File: src/rtl/rstctl_pkg.sv
package rstctl_pkg;

  // Decoded access for one cycle
  typedef struct packed {
    logic rd_hit;
    logic wr_hit;
  } acc_t;

endpackage

File: src/rtl/rstctl_rst_sync.sv
module rstctl_rst_sync #(
  parameter int STAGES = 2
) (
  input  logic clk,
  input  logic arst_n,
  output logic srst_n
);

  logic [STAGES-1:0] chain_q;
  logic [STAGES-1:0] chain_d;

  always_comb begin
    chain_d = {chain_q[STAGES-2:0], 1'b1};
  end

  always_ff @(posedge clk or negedge arst_n) begin
    if (!arst_n) begin
      chain_q <= '0;
    end else begin
      chain_q <= chain_d;
    end
  end

  assign srst_n = chain_q[STAGES-1];

endmodule

File: src/rtl/rstctl_decode.sv
module rstctl_decode
  import rstctl_pkg::*;
#(
  parameter int              ADDR_W    = 16,
  parameter logic [ADDR_W-1:0] PORT_ADDR = 16'hCF9
) (
  input  logic [ADDR_W-1:0] io_addr,
  input  logic              io_rd,
  input  logic              io_wr,
  input  logic              live,
  output acc_t              acc
);

  logic match;

  always_comb begin
    match      = live && (io_addr == PORT_ADDR);
    acc.rd_hit = match && io_rd;
    acc.wr_hit = match && io_wr;
  end

endmodule

File: src/rtl/rstctl_store.sv
module rstctl_store #(
  parameter int DATA_W   = 8,
  parameter int KEEP_BIT = 1
) (
  input  logic              clk,
  input  logic              rst_n,
  input  logic              wr_en,
  input  logic [DATA_W-1:0] wdata,
  output logic [DATA_W-1:0] q
);

  localparam logic [DATA_W-1:0] KEEP_MASK = DATA_W'(1) << KEEP_BIT;

  logic [DATA_W-1:0] d;

  always_comb begin
    d = q;
    if (wr_en) begin
      d = wdata & KEEP_MASK;
    end
  end

  always_ff @(posedge clk or negedge rst_n) begin
    if (!rst_n) begin
      q <= '0;
    end else if (wr_en) begin
      q <= d;
    end
  end

  // the byte held after a write is the masked write data
  a_r3_masked_store: assert property (@(posedge clk) disable iff (!rst_n)
    wr_en |=> (q == ($past(wdata) & KEEP_MASK)));

  // no write, no change
  a_r6_hold_without_write: assert property (@(posedge clk) disable iff (!rst_n)
    !wr_en |=> $stable(q));

endmodule

File: src/rtl/rstctl_pulse.sv
module rstctl_pulse #(
  parameter int DATA_W   = 8,
  parameter int TRIG_BIT = 2
) (
  input  logic              clk,
  input  logic              rst_n,
  input  logic              wr_en,
  input  logic [DATA_W-1:0] wdata,
  output logic              req
);

  logic req_d;

  always_comb begin
    req_d = wr_en && wdata[TRIG_BIT];
  end

  always_ff @(posedge clk or negedge rst_n) begin
    if (!rst_n) begin
      req <= 1'b0;
    end else begin
      req <= req_d;
    end
  end

endmodule

File: src/rtl/rstctl_sysreset.sv
module rstctl_sysreset
  import rstctl_pkg::*;
#(
  parameter int                ADDR_W    = 16,
  parameter int                DATA_W    = 8,
  parameter logic [ADDR_W-1:0] PORT_ADDR = 16'hCF9,
  parameter int                TRIG_BIT  = 2,
  parameter int                KEEP_BIT  = 1,
  parameter int                SYNC_STG  = 2
) (
  input  logic              clk,
  input  logic              rst_n,
  input  logic [ADDR_W-1:0] io_addr,
  input  logic              io_rd,
  input  logic              io_wr,
  input  logic [DATA_W-1:0] io_wdata,
  output logic [DATA_W-1:0] io_rdata,
  output logic              io_ack,
  output logic              sys_rst_req
);

  logic              rst_int_n;
  acc_t              acc;
  logic [DATA_W-1:0] store_q;

  rstctl_rst_sync #(.STAGES(SYNC_STG)) u_sync (
    .clk    (clk),
    .arst_n (rst_n),
    .srst_n (rst_int_n)
  );

  rstctl_decode #(.ADDR_W(ADDR_W), .PORT_ADDR(PORT_ADDR)) u_dec (
    .io_addr (io_addr),
    .io_rd   (io_rd),
    .io_wr   (io_wr),
    .live    (rst_int_n),
    .acc     (acc)
  );

  rstctl_store #(.DATA_W(DATA_W), .KEEP_BIT(KEEP_BIT)) u_store (
    .clk   (clk),
    .rst_n (rst_int_n),
    .wr_en (acc.wr_hit),
    .wdata (io_wdata),
    .q     (store_q)
  );

  rstctl_pulse #(.DATA_W(DATA_W), .TRIG_BIT(TRIG_BIT)) u_pulse (
    .clk   (clk),
    .rst_n (rst_int_n),
    .wr_en (acc.wr_hit),
    .wdata (io_wdata),
    .req   (sys_rst_req)
  );

  always_comb begin
    io_ack   = acc.rd_hit || acc.wr_hit;
    io_rdata = acc.rd_hit ? store_q : '0;
  end

  // an acknowledged access carries the port address
  a_r1_ack_on_port: assert property (@(posedge clk) disable iff (!rst_int_n)
    io_ack |-> (io_addr == PORT_ADDR));

  // trigger write at the port gives a request next cycle
  a_r2_req_after_trigger: assert property (@(posedge clk) disable iff (!rst_int_n)
    (io_wr && io_addr == PORT_ADDR && io_wdata[TRIG_BIT]) |=> sys_rst_req);

  // every request has a trigger write at the port before it
  a_r8_req_has_cause: assert property (@(posedge clk) disable iff (!rst_int_n)
    sys_rst_req |-> $past(io_wr && io_addr == PORT_ADDR && io_wdata[TRIG_BIT]));

  // no accepted read, no data
  a_r4_rdata_quiet: assert property (@(posedge clk) disable iff (!rst_int_n)
    !io_ack |-> (io_rdata == '0));

  // clean state on release of reset
  a_r5_clean_release: assert property (@(posedge clk)
    $rose(rst_int_n) |-> (store_q == '0 && !sys_rst_req));

endmodule

File: config.mk
export PLATFORM = sky130hd
export DESIGN_NAME = rstctl_sysreset
export DESIGN_NICKNAME = d
export VERILOG_FILES = /design/src/rtl/rstctl_pkg.sv /design/src/rtl/rstctl_rst_sync.sv /design/src/rtl/rstctl_decode.sv /design/src/rtl/rstctl_store.sv /design/src/rtl/rstctl_pulse.sv /design/src/rtl/rstctl_sysreset.sv
export SDC_FILE = /design/constraint.sdc
export NUM_CORES = 1
export LEC_CHECK = 0
export CORE_AREA = 2 2 39 41
export CTS_BUF_LIST = sky130_fd_sc_hd__clkbuf_2
export CTS_CLUSTER_DIAMETER = 80
export DETAILED_ROUTE_END_ITERATION = 10
export DIE_AREA = 0 0 41 43
export HOLD_SLACK_MARGIN = 0.06
export PLACE_DENSITY = 0.7
export REMOVE_ABC_BUFFERS = 1
export SLEW_MARGIN = 20
export SYNTH_ARGS = -nofsm -noshare
export SYNTH_HDL_FRONTEND = slang
export SYNTH_SLANG_ARGS = --single-unit
export TNS_END_PERCENT = 30
File: constraint.sdc
create_clock -name clk -period 1.6 [get_ports clk]
set_input_delay 0.32 -clock clk [delete_from_list [all_inputs] [get_ports clk]]
set_output_delay 0.32 -clock clk [all_outputs]
set_load 0.1 [all_outputs]
==> impl_results.md, run 1 <==
* Synth-to-layout area growth at 116%
* Die Span Y at 43 um
* Post-synth ARST share at 100%
* CP Data Required Time at 1280 ps
* Worst-path clk slew at 40 ps
* Tmin final at 1730 ps
* Worst VDD drop at 0.317 mV
* Final setup fails at 3
* Drt pass-1 iters at 2
* Largest family of logic cells by synthesized area: simple AND/OR/NAND/NOR gates
* Mapped Cells at 26
* Routed wire length at 677 um
* Clock Sinks at 4
* Final net count at 87
* Clk_skew at 1.37 ps
* Mux share of post-synthesis cell area at 4.15%
* P per Cell Area at 540 mW/mm^2
* Worst-case clock buffer depth at 2
* Final WS setup at -128 ps
* Worst path max stage delay at 250 ps
* Drt wl/cell at 9.27 um
* Crit Path Class: input pin to primary output
* Worst setup SP type: input pin
* Largest net degree at the start of global routing at 3
* Worst EP arrival at 1410 ps
* Failing checks: negative setup slack
* Total core area at 0.00138 sq mm
* Max Freq at 579 MHz
* #FFs+latches synth at 4
* RSZ-0062 raised after global routing: yes
* Layout cell share with drive strength beyond 1 at 29.8%
* Yosys warns at 0
* Final slew viol count at 0
* Kind of cell adding the most delay to the critical path: simple AND/OR/NAND/NOR gates
* Tcrit/Tclk final at 108%
* Hold Buf Count CTS at 0
* Crit path max fanout at 2
* Place WS at -444 ps
* Die area at 0.00176 sq mm
* Synth Area per Inst at 10.4 sq um
* Part of the Yosys area used for sequential elements at 36.9%
* Cell taking the most area after synthesis: dfrtp_1
* Max-cap viol count at 0
* Synth cell types at 15
* Ranking of synthesized cells by area: dfrtp_1, buf_4, and4bb_1, nand4_2, mux2_1
* DR iter-0 viols at 1
* Antenna cells at 0
* GR Overflow Total at 0
* Setup crit end kind: primary output
* Final ANT Viol Nets at 0
* Final design utilization at 42.3%
* CTS buffer count at 3
* Simple-gate share of the synthesized area at 34.1%
* Via Count at 286
* Worst path slowest cell: and4bb_1
* Synth Cell Area at 272 sq um
* Root Buffer: clkbuf_2
* Status: finished with violations
* Vias/cell at 3.92
* Post-synthesis xor/xnor area fraction at 0%
* CTS tree: done
* WP buf/inv at 2
* Number of synthesized flops with an enable pin at 0
* Placer Congestion at 0.551
* Synth Area in Adders at 0%
* First-pass GRT wire length at 1040 um
* Initial core utilization at 19.6%
* Leak at 0.290 nW
* Critical-path cell list: clkdlybuf4s15_1 -> and4bb_1 -> nand4_2 -> nor3_4 -> and3_4 -> buf_12
* # IOs at 38
* Count leader, synth: buf_4
* Most common flop cell mapped by yosys: dfrtp_1
* Initial antenna violation count at 0
* Vias in the first global route at 297
* Synth Area in Compound Gates at 2.76%
* Hold WC Path Type: register to asynchronous set/reset pin
* Site Rows at 14
* Number of port buffers at 24
* Die width at 41 um
* Total global-route track usage at 9.18%
* Post-synth top cells: buf_4, dfrtp_1, and4bb_1, conb_1
* Final Hold Viols at 0
* Detailed Place HPWL at 565 um
* Share of the synthesized area in the top cell type at 36.9%
* H-tree Lvls at 1
* Worst-Skew Late Latency at 200 ps
* Residual DRC at 0
==> final timing paths <==
kind,startpoint,endpoint,slack (ps),depth (start not counted)
worst max-delay path,io_addr[8],io_rdata[1],-130,6
worst min-delay path,u_sync.chain_q[1],u_pulse.req,130,1
worst max register to register,u_sync.chain_q[1],u_store.q[1],-20,7
worst min register to register,u_sync.chain_q[1],u_pulse.req,130,1
max in group asynchronous,rst_n,u_sync.chain_q[0],1200,1
min in group clk,u_sync.chain_q[0],u_sync.chain_q[1],350,0
==> area by class of cell <==
cell class / instances / area [sq um]
Fill cell: 145 / 798
Timing Repair Buffer: 29 / 290
Multi-Input combinational cell: 21 / 160
Sequential cell: 4 / 100
Tap cell: 16 / 20.0
Clock buffer: 3 / 15.0
==> timing repair <==
item | in CTS | in global routing
setup buffers | 2 | 0
gates resized for setup | 24 | 1
cloned | 0 | 0
endpoints found under the setup margin | 3 | 3
pin swaps | 6 | 0
==> metal layers <==
layer / global-route usage, % / wire length [um] / part of all wire, %
met5: 0 / 0 / 0
met4: 6.00 / 0 / 0
met3: 5.24 / 82 / 12
met2: 16.3 / 374 / 55
met1: 6.54 / 219 / 32
==> cells by family after synthesis <==
logic type,Yosys count
other,2
multiplexers,1
AND/OR/NAND/NOR,11
buffers and inverters,7
flip-flops,4
AO/OA/AOI/OAI,1
==> state kept, by name (all words and copies together) (netlist names) <==
register / flops
u_pulse.req: 1
u_sync.chain_q: 2
u_store.q: 1
==> stage by stage <==
| stage | hold WS (ps) | setup TNS (ps) | cells | power [W] | area [sq um] |
|---|---|---|---|---|---|
| 6_report | 128 | -284 | 73 | 0.000316 | 586 |
| 3_3_place_gp | 134 | -1130 | 68 | 0.000238 | 554 |
| 4_1_cts | 132 | -245 | 73 | 0.000322 | 579 |
| 3_5_place_dp | 129 | -1230 | 68 | 0.000239 | 554 |
| 5_1_grt | 146 | -558 | 73 | 0.000336 | 586 |
| 2_1_floorplan | 18.0 | -748 | 25 | 0.000184 | 241 |
==> where the power goes <==
group	switching [W]	total [W]	internal (W)	leakage, nW
clock network	0.0000391	0.0000896	0.0000504	0.0125
logic	0.0000840	0.000122	0.0000376	0.227
registers	0.000000898	0.000105	0.000104	0.0513
==> placed cells by master (no fill, tap or decap), types with 2 or more instances in the layout <==
cell type        instances
clkbuf_2                 3
buf_4                    5
and4bb_1                 2
dfrtp_1                  4
clkdlybuf4s50_1          6
clkdlybuf4s15_1          4
conb_1                   8
buf_12                   3
dlygate4sd2_1           10
No activity file was read; power rests on OpenSTA's default activity.
==> run 2: changes to the inputs <==
--- a/config.mk
+++ b/config.mk
@@ -5,6 +5,7 @@
 export SDC_FILE = /design/constraint.sdc
 export NUM_CORES = 1
 export LEC_CHECK = 0
+export ABC_CLOCK_PERIOD_IN_PS = 1600
 export CORE_AREA = 2 2 39 41
 export CTS_BUF_LIST = sky130_fd_sc_hd__clkbuf_2
 export CTS_CLUSTER_DIAMETER = 80
==> constraint.sdc (replaced) <==
create_clock -name clk -period 1.6 [get_ports clk]
set_input_delay 0.24 -clock clk [delete_from_list [all_inputs] [get_ports clk]]
set_output_delay 0.24 -clock clk [all_outputs]
set_load 0.1 [all_outputs]
==> run 2 against run 1 <==
  * Final cell count fell by 1.4%
  * Largest power group unchanged
  * Largest cell class unchanged
  * The run still ends with negative setup slack left
  * Hold slack improved by 70 ps
  * Utilization fell by 0.81 points
  * Register-to-register slack improved by 230 ps
  * Critical path depth fell by 1
  * Fmax rose by 5.8%
  * Highest routed layer unchanged
==> impl_results.md, run 2 (synthesis gave the netlist of run 1 again) <==
* Most crowded layer after global routing: met2
* Clk pwr share at 28.1%
* Final Hold Viols at 0
* Worst VDD drop at 0.262 mV
* Total core area at 0.00138 sq mm
* GR Overflow Total at 0
* Combinational Power Share at 39.0%
* P per Cell Area at 555 mW/mm^2
* Clk_skew at 3.70 ps
* Setup crit end kind: primary output
* Switch Pwr at 0.000124 W
* Clock Sinks at 4
* Largest registers: u_sync.chain_q x2, u_pulse.req x1, u_store.q x1
* Residual DRC at 0
* Largest net degree at the start of global routing at 3
* Placer Congestion at 0.535
* Antenna cells at 0
* Final setup fails at 2
* Drt pass-1 iters at 2
* Vias/cell at 3.93
* Final slew viol count at 0
* Total global-route track usage at 9.39%
* Leak at 0.290 nW
* Layout cell share with drive strength beyond 1 at 26.8%
* Initial antenna violation count at 0
* Grt met2 use at 15.3%
* Worst setup SP type: register
* Worst EP arrival at 1390 ps
* Setup tns final at -59.3 ps
* Detailed Place HPWL at 548 um
* Hold Buf Count CTS at 0
* Max Freq at 612 MHz
* Site Rows at 14
* Failing checks: negative setup slack
* H-tree Lvls at 1
* Place WS at -261 ps
* Tmin final at 1630 ps
* CP Data Required Time at 1360 ps
* Max-cap viol count at 0
* Met1 Use GR at 7.87%
* Tcrit/Tclk final at 102%
* Die area at 0.00176 sq mm
* Final net count at 86
* Crit Path Class: register to primary output
* Final WS setup at -33.5 ps
* DR iter-0 viols at 1
* Synth-to-layout area growth at 112%
* Top reg by flops: u_sync.chain_q
* Final ANT Viol Nets at 0
* Design Power at 0.000319 W
* Switching share of total power at 38.9%
* Worst-case clock buffer depth at 2
* Die Span Y at 43 um
* Sequential Power Share at 32.9%
* Worst-path clk slew at 40 ps
* Cells after DPL at 68
* Placed Area at 554 sq um
* Status: finished with violations
* Crit path max fanout at 2
* # IOs at 38
* Die width at 41 um
* Vias in the first global route at 311
* Hold WC Path Type: input pin to asynchronous set/reset pin
* Worst-Skew Late Latency at 200 ps
* Routing usage on met3 at 4.19%
* Filler-free cell count of the finished design at 72
* Max reg flops at 2
* Finished Cell Area at 574 sq um
* RSZ-0062 raised after global routing: yes
* Initial core utilization at 19.6%
* Number of port buffers at 24
* Internal power at 0.000195 W
* Root Buffer: clkbuf_2
* CTS buffer count at 3
* First-pass GRT wire length at 1070 um
* CTS tree: done
* Drt wl/cell at 8.74 um
* Commonest non-fill, non-tap cell in the layout: dlygate4sd2_1
* Via Count at 283
* Routed wire length at 629 um
* Commonest non-fill, non-tap cells in the layout: dlygate4sd2_1, conb_1, clkdlybuf4s50_1
run 2: cell count changes in the layout (fill, tap and decap cells not counted), sizes merged:
| cell | delta |
|---|---|
| dlygate4sd2 | +3 |
| clkdlybuf4s15 | -4 |
| buf | -2 |
| clkdlybuf4s50 | +2 |
run 2: repair_timing:
action / CTS / global route
gates resized for setup: 15 / 1
setup buffers: 1 / 0
pin swaps: 6 / 0
endpoints found under the setup margin: 2 / 2
run 2: layout make-up:
| cell class | count | area (sq um) |
|---|---|---|
| timing repair buffer | 28 | 284 |
| clock buffer | 3 | 15.0 |
| sequential | 4 | 100 |
| tap | 16 | 20.0 |
| multi-input combinational | 21 | 155 |
| fill | 154 | 810 |
run 2: through the flow:
stage	hold WS [ps]	util (%)
after detailed placement	134	40.1
after floorplan	-55.6	-
after global routing	185	41.5
after CTS	180	41.0
final	197	41.5
after global placement	136	40.1
run 2: power groups by stage:
stage | clock (W) | combinational [W] | sequential [W]
after floorplan | 0 | 0.0000771 | 0.000107
after global placement | 0 | 0.000131 | 0.000106
after detailed placement | 0 | 0.000132 | 0.000107
after CTS | 0.0000989 | 0.000124 | 0.000105
after global routing | 0.000106 | 0.000131 | 0.000105
final | 0.0000895 | 0.000124 | 0.000105
run 2: final timing paths:
kind / start / end / slack [ps] / depth (start not counted)
max in group asynchronous: rst_n / u_sync.chain_q[1] / 1280 / 1
min: rst_n / u_sync.chain_q[0] / 200 / 1
min in group clk: u_sync.chain_q[0] / u_sync.chain_q[1] / 360 / 0
min reg2reg: u_sync.chain_q[1] / u_pulse.req / 200 / 2
max: u_sync.chain_q[1] / io_rdata[1] / -30 / 5
max reg2reg: u_sync.chain_q[1] / u_store.q[1] / 210 / 5
run 2: metal layers:
metal / wire length [um] / share of wire (%) / vias up
met1: 192 / 31 / 130
met3: 95 / 15 / 0
met4: 0 / 0 / 0
li1: - / - / 136
met5: 0 / 0 / -
met2: 341 / 54 / 17
run 2: worst max-delay path: stages (launching register included):
cell      delay (ps)
dfrtp_1          330
and4bb_1         200
nand4_2          140
nor3_4           150
and3_4           210
buf_12           170
